File: src/rtl/clkdev_pwr_pkg.sv
package clkdev_pwr_pkg;

  typedef enum logic [2:0] {
    ST_POR    = 3'd0,
    ST_CAL    = 3'd1,
    ST_ACTIVE = 3'd2,
    ST_PDOWN  = 3'd3,
    ST_SYNC   = 3'd4
  } pwr_state_e;

  typedef struct packed {
    logic div_en;
    logic buf_en;
    logic spi_en;
    logic pll_en;
  } pwr_en_t;

  function automatic pwr_en_t enables_of(pwr_state_e s);
    pwr_en_t e;
    case (s)
      ST_CAL:    e = '{div_en: 1'b1, buf_en: 1'b1, spi_en: 1'b0, pll_en: 1'b1};
      ST_ACTIVE: e = '{div_en: 1'b1, buf_en: 1'b1, spi_en: 1'b1, pll_en: 1'b1};
      ST_SYNC:   e = '{div_en: 1'b0, buf_en: 1'b1, spi_en: 1'b1, pll_en: 1'b1};
      default:   e = '{div_en: 1'b0, buf_en: 1'b0, spi_en: 1'b0, pll_en: 1'b0};
    endcase
    return e;
  endfunction

endpackage

File: src/rtl/pwr_bit_sync.sv
module pwr_bit_sync #(
  parameter int   STAGES  = 2,
  parameter logic RST_VAL = 1'b1
) (
  input  logic clk,
  input  logic rst_n,
  input  logic d,
  output logic q
);
  logic [STAGES-1:0] chain_q;

  always_ff @(posedge clk or negedge rst_n) begin
    if (!rst_n) begin
      chain_q <= {STAGES{RST_VAL}};
    end else begin
      chain_q <= {chain_q[STAGES-2:0], d};
    end
  end

  assign q = chain_q[STAGES-1];
endmodule

File: src/rtl/pwr_por_timer.sv
module pwr_por_timer #(
  parameter int DELAY = 64
) (
  input  logic clk,
  input  logic rst_n,
  input  logic clr,
  output logic expired
);
  localparam int W = $clog2(DELAY + 1);
  localparam logic [W-1:0] LIMIT = W'(DELAY);

  logic [W-1:0] cnt_q;
  logic [W-1:0] cnt_d;
  logic         cnt_en;

  assign expired = (cnt_q == LIMIT);
  assign cnt_en  = clr || !expired;

  always_comb begin
    if (clr) cnt_d = '0;
    else     cnt_d = cnt_q + 1'b1;
  end

  always_ff @(posedge clk or negedge rst_n) begin
    if (!rst_n) begin
      cnt_q <= '0;
    end else if (cnt_en) begin
      cnt_q <= cnt_d;
    end
  end
endmodule

File: src/rtl/pwr_fsm.sv
module pwr_fsm
  import clkdev_pwr_pkg::*;
(
  input  logic       clk,
  input  logic       rst_n,
  input  logic       pin_n_s,
  input  logic       pwr_good,
  input  logic       shadow_n,
  input  logic       sync_n,
  input  logic       pll_reset,
  input  logic       tmr_expired,
  input  logic       load_done,
  input  logic       cal_done,
  output pwr_state_e state_q,
  output logic       tmr_clr,
  output logic       load_start_q,
  output logic       cal_start_q
);
  pwr_state_e nxt;
  logic       pd_by_pin_q;
  logic       load_issued_q;
  logic       fire_load;
  logic       enter_cal;

  // Next state; priority: pin, power loss, shadow, pll reset, divider hold
  always_comb begin
    nxt = state_q;
    if (!pin_n_s) begin
      nxt = ST_PDOWN;
    end else begin
      case (state_q)
        ST_POR: begin
          if (load_issued_q && !load_start_q && load_done) nxt = ST_CAL;
        end
        ST_PDOWN: begin
          if (pd_by_pin_q || !pwr_good) nxt = ST_POR;
          else if (shadow_n)            nxt = ST_CAL;
        end
        default: begin
          if (!pwr_good)                              nxt = ST_POR;
          else if (!shadow_n)                         nxt = ST_PDOWN;
          else if (state_q == ST_CAL) begin
            if (!cal_start_q && cal_done)             nxt = ST_ACTIVE;
          end
          else if (pll_reset)                         nxt = ST_CAL;
          else if (state_q == ST_ACTIVE && !sync_n)   nxt = ST_SYNC;
          else if (state_q == ST_SYNC && sync_n)      nxt = ST_ACTIVE;
          else if (state_q != ST_ACTIVE && state_q != ST_SYNC) nxt = ST_POR;
        end
      endcase
    end
  end

  assign tmr_clr   = (state_q != ST_POR) || !pwr_good;
  assign fire_load = (state_q == ST_POR) && pwr_good && tmr_expired &&
                     !load_issued_q && (nxt == ST_POR);
  assign enter_cal = (nxt == ST_CAL) && (state_q != ST_CAL);

  always_ff @(posedge clk or negedge rst_n) begin
    if (!rst_n) begin
      state_q <= ST_POR;
    end else begin
      state_q <= nxt;
    end
  end

  always_ff @(posedge clk or negedge rst_n) begin
    if (!rst_n) begin
      load_start_q <= 1'b0;
      cal_start_q  <= 1'b0;
    end else begin
      load_start_q <= fire_load;
      cal_start_q  <= enter_cal;
    end
  end

  always_ff @(posedge clk or negedge rst_n) begin
    if (!rst_n) begin
      load_issued_q <= 1'b0;
    end else if (tmr_clr) begin
      load_issued_q <= 1'b0;
    end else if (fire_load) begin
      load_issued_q <= 1'b1;
    end
  end

  always_ff @(posedge clk or negedge rst_n) begin
    if (!rst_n) begin
      pd_by_pin_q <= 1'b0;
    end else if (!pin_n_s) begin
      pd_by_pin_q <= 1'b1;
    end else if (state_q != ST_PDOWN) begin
      pd_by_pin_q <= 1'b0;
    end
  end
endmodule

File: src/rtl/clkdev_pwr_ctrl.sv
module clkdev_pwr_ctrl
  import clkdev_pwr_pkg::*;
#(
  parameter int POR_DELAY   = 64,
  parameter int SYNC_STAGES = 2
) (
  input  logic       clk,
  input  logic       rst_n,
  input  logic       pwr_good,
  input  logic       pd_pin_n,
  input  logic       pd_shadow_n,
  input  logic       sync_req_n,
  input  logic       pll_reset,
  input  logic       cfg_load_done,
  input  logic       cal_done,
  output logic       cfg_load_start,
  output logic       cal_start,
  output logic       div_en,
  output logic       buf_en,
  output logic       spi_en,
  output logic       pll_en,
  output logic [2:0] state_o
);
  logic       rst_core_n;
  logic       pin_n_s;
  logic       tmr_clr;
  logic       tmr_expired;
  pwr_state_e state_q;
  pwr_en_t    en;

  pwr_bit_sync #(.STAGES(SYNC_STAGES), .RST_VAL(1'b0)) u_rst_sync (
    .clk   (clk),
    .rst_n (rst_n),
    .d     (1'b1),
    .q     (rst_core_n)
  );

  pwr_bit_sync #(.STAGES(SYNC_STAGES), .RST_VAL(1'b1)) u_pin_sync (
    .clk   (clk),
    .rst_n (rst_core_n),
    .d     (pd_pin_n),
    .q     (pin_n_s)
  );

  pwr_por_timer #(.DELAY(POR_DELAY)) u_timer (
    .clk     (clk),
    .rst_n   (rst_core_n),
    .clr     (tmr_clr),
    .expired (tmr_expired)
  );

  pwr_fsm u_fsm (
    .clk          (clk),
    .rst_n        (rst_core_n),
    .pin_n_s      (pin_n_s),
    .pwr_good     (pwr_good),
    .shadow_n     (pd_shadow_n),
    .sync_n       (sync_req_n),
    .pll_reset    (pll_reset),
    .tmr_expired  (tmr_expired),
    .load_done    (cfg_load_done),
    .cal_done     (cal_done),
    .state_q      (state_q),
    .tmr_clr      (tmr_clr),
    .load_start_q (cfg_load_start),
    .cal_start_q  (cal_start)
  );

  assign en      = enables_of(state_q);
  assign div_en  = en.div_en;
  assign buf_en  = en.buf_en;
  assign spi_en  = en.spi_en;
  assign pll_en  = en.pll_en;
  assign state_o = state_q;
endmodule

File: config.mk
export PLATFORM = sky130hd
export DESIGN_NAME = clkdev_pwr_ctrl
export DESIGN_NICKNAME = d
export VERILOG_FILES = /design/src/rtl/clkdev_pwr_pkg.sv /design/src/rtl/pwr_bit_sync.sv /design/src/rtl/pwr_por_timer.sv /design/src/rtl/pwr_fsm.sv /design/src/rtl/clkdev_pwr_ctrl.sv
export SDC_FILE = /design/constraint.sdc
export NUM_CORES = 1
export LEC_CHECK = 0
export ABC_AREA = 1
export BUFFER_PORTS_ARGS = -buffer_cell sky130_fd_sc_hd__buf_4
export CAP_MARGIN = 10
export CELL_PAD_IN_SITES_DETAIL_PLACEMENT = 1
export CELL_PAD_IN_SITES_GLOBAL_PLACEMENT = 2
export CORE_ASPECT_RATIO = 2
export CORE_MARGIN = 4
export CORE_UTILIZATION = 33
export DETAILED_ROUTE_END_ITERATION = 8
export GPL_TIMING_DRIVEN = 0
export MAX_ROUTING_LAYER = met4
export PLACE_DENSITY_LB_ADDON = 0.25
export SLEW_MARGIN = 20
export SYNTH_ARGS = -nofsm -noshare
export SYNTH_HDL_FRONTEND = slang
export SYNTH_HIERARCHICAL = 1
export SYNTH_SLANG_ARGS = --single-unit
File: constraint.sdc
create_clock -name clk -period 1.4 [get_ports clk]
set_input_delay 0.14 -clock clk [delete_from_list [all_inputs] [get_ports clk]]
set_output_delay 0.14 -clock clk [all_outputs]
set_load 0.05 [all_outputs]
==> out/summary.txt <==
Iteration count of the initial detailed-routing pass: 4
Gate count of the mapped netlist: 136
Clock Path Buffers: 2
Power per cell area: 1002 nW/um^2
CTS Buf Count: 3
Crit start category: flip-flop
Netlist cell types: 22
R2R setup slack: 0.01 ns
Crit-path leading delay family: flip-flops
H-tree depth: 1
Clk_lat worst skew: 0.25 ns
Synth top area share: 37.96%
DR iter-0 viols: 23
Final net count: 181
Number of global-route vias before repair: 1108
Final Skew: 0.004121 ns
Top post-synthesis cells by area: dfrtp_1 (38%), nand2_1 (11%), inv_1 (8.2%), nor2_1 (5.7%), dfstp_2 (5.0%)
Die width: 47.98 um
N_diodes: 0
Max Fclk: 0.6851 GHz
Failing checks: setup timing
Initial Util: 35.01%
Post-DP Area: 1240 um^2
Post-Synthesis Net Count: 147
GR Util met3: 2.263%
Clk root buf: clkbuf_8
Largest stage delay, worst path: 0.45 ns
Relative slew slack: 55.31%
Max-slew violation count: 0
Worst Path Max Fanout: 5
CTS Sinks: 18
First-pass GRT wire length: 4823 um
Commonest cells after routing, fill and taps aside: nand2_1 (26), buf_4 (22), inv_1 (19)
Setup violations, final: 3
GRT Residual Overflow: 0
Commonest non-fill, non-tap cell in the layout: nand2_1
CTS tree: done
Initial antenna violation count: 0
Core ar.: 3013 um^2
Layout Utilization: 49.00%
RSZ-0062 raised after global routing: yes
Yosys reg bits: 18
DIE HEIGHT: 87.95 um
Worst endpoint data arrival time: 1.32 ns
WL/cell: 14.35 um
Critical path type: flip-flop to primary output
GPL Wtd Cong: 0.7230
Worst Setup End Kind: primary output
Pin count of the biggest net entering global routing: 17
Area leader, netlist: dfrtp_1
Rows: 28
Layout cells sized above 1: 45.56%
Grt peak-use layer: met2
Gr usage total: 16.18%
Register area share after synthesis: 42.94%
Setup WS post-layout: -0.05956 ns
Worst slew pin tran: 0.6704 ns
DR vias: 995
Yosys warnings: 6
Hold WC Path Type: primary input to async pin
Die area: 4219 um^2
Antenna Nets Post-Route: 0
Max Cap Viol: 0
Clk slew on worst S/H paths: 0.07 ns
Syn-to-layout area delta: 39.98%
Slowest cell on crit path: dfrtp_2
PortBufs: 17
DRC: 0
Final worst path period share: 104.3%
Hpwl dp: 2006 um
Critical-path cell list: nand3b_1 -> nand3_4 -> buf_6 -> buf_8
LEAKAGE: 0.7499 nW
Routing usage on met2: 29.92%
Grt met1 use: 15.50%
Syn avg cell area: 7.756 um^2
Crit path buffers/inverters: 2
Max VDD drop: 477.4 uV
Io pins: 18
Routed WL: 2856 um
Final Hold Viols: 0
Required @ worst endpoint: 1.26 ns
Post-DR vias/cell: 5.000
Status: finished, violations left
Syn Std Cell Area: 1055 um^2
Finished Cell Area: 1476 um^2
Min cycle time layout: 1.460 ns
==> per-stage QoR <==
step	setup TNS, ns	hold WS (ns)	std cells	power (mW)	worst slack, ns
after floorplan	0	-0.1556	136	0.8700	0.002584
after global placement	-0.1957	-0.07695	183	0.9789	-0.07097
after detailed placement	-0.2546	-0.07434	183	0.9889	-0.08373
after CTS	-0.06257	0.1979	197	1.463	-0.06257
after global routing	-0.5564	0.2006	199	1.563	-0.1064
final	-0.06988	0.1979	199	1.480	-0.05956
==> kinds of logic after synthesis <==
logic type                 Yosys count  synth area share [%]
other                                1                0.3555
adders and majority gates            2                 2.372
AOI/OAI and AO/OA                    8                 5.101
buffers and inverters               26                 9.609
DFF                                 18                 42.94
and+or+nand+nor                     81                 39.62
==> synth_stat cells <==
cell type and number:
a21oi_1 2, nand2_1 32, nor2_2 2, or2_2 1, o21ai_2 2, nand3_1 10, buf_4 1, dfstp_2 2
inv_1 23, o21bai_2 1, nand3b_1 2, nand4_1 5, inv_2 2, dfrtp_1 16, nand2_2 4, nand3_2 3
nor2_4 3, nand2_4 3, ha_1 2, nor2_1 16, conb_1 1, o21ai_0 3
==> cell type report <==
cell class,instances,area [um^2]
clock buffers,4,55.05
multi-input cells,92,564.3
flip-flops and latches,18,459.2
well taps,30,37.54
fillers,373,1536
inverters,25,103.9
repair buffers,29,245.2
plain buffers,1,11.26
==> power breakdown <==
| group | leakage, nW | total (mW) | internal (mW) | switching, mW |
|---|---|---|---|---|
| registers | 0.224 | 0.582 | 0.548 | 0.0341 |
| clock network | 0.0288 | 0.420 | 0.250 | 0.170 |
| logic | 0.497 | 0.478 | 0.181 | 0.297 |
| total | 0.750 | 1.48 | 0.978 | 0.501 |
==> registers in the layout, summed over array words and instances, names as in the netlist <==
name,count
u_timer/cnt_q,7
u_fsm/state_q,3
u_pin_sync/chain_q,2
u_rst_sync/chain_q,2
u_fsm/cal_start_q,1
u_fsm/load_issued_q,1
u_fsm/load_start_q,1
u_fsm/pd_by_pin_q,1
==> timing repair <==
action / 4_1_cts / 5_1_grt
buffers inserted: 8 / 2
gates resized for setup: 10 / 22
endpoints found under the hold margin: 3 / 0
endpoints found under the setup margin: 11 / 12
pin swaps: 1 / 11
hold buffers: 2 / 0
==> path summary, 6_finish.rpt <==
check	startpoint	end	cells after the start
max in group asynchronous	u_rst_sync/chain_q[1]$_DFF_PN0_	u_timer/cnt_q[0]$_DFFE_PN0P_	0
worst max-delay path	u_fsm/state_q[0]$_DFF_PN0_	pll_en	4
min in group clk	pd_shadow_n	u_fsm/state_q[0]$_DFF_PN0_	4
worst min register to register	u_rst_sync/chain_q[1]$_DFF_PN0_	u_timer/cnt_q[2]$_DFFE_PN0P_	0
worst max register to register	u_fsm/state_q[2]$_DFF_PN0_	u_timer/cnt_q[5]$_DFFE_PN0P_	10
worst min-delay path	rst_n	u_rst_sync/chain_q[1]$_DFF_PN0_	2
==> layer usage <==
metal	share of wire, %	wire length, um	up-vias
met1	32	919	491
met4	2.8	80	0
met3	2.5	71	6
met5	0	0	-
li1	-	-	485
met2	63	1785	13
No activity file was read; power rests on OpenSTA's default activity.
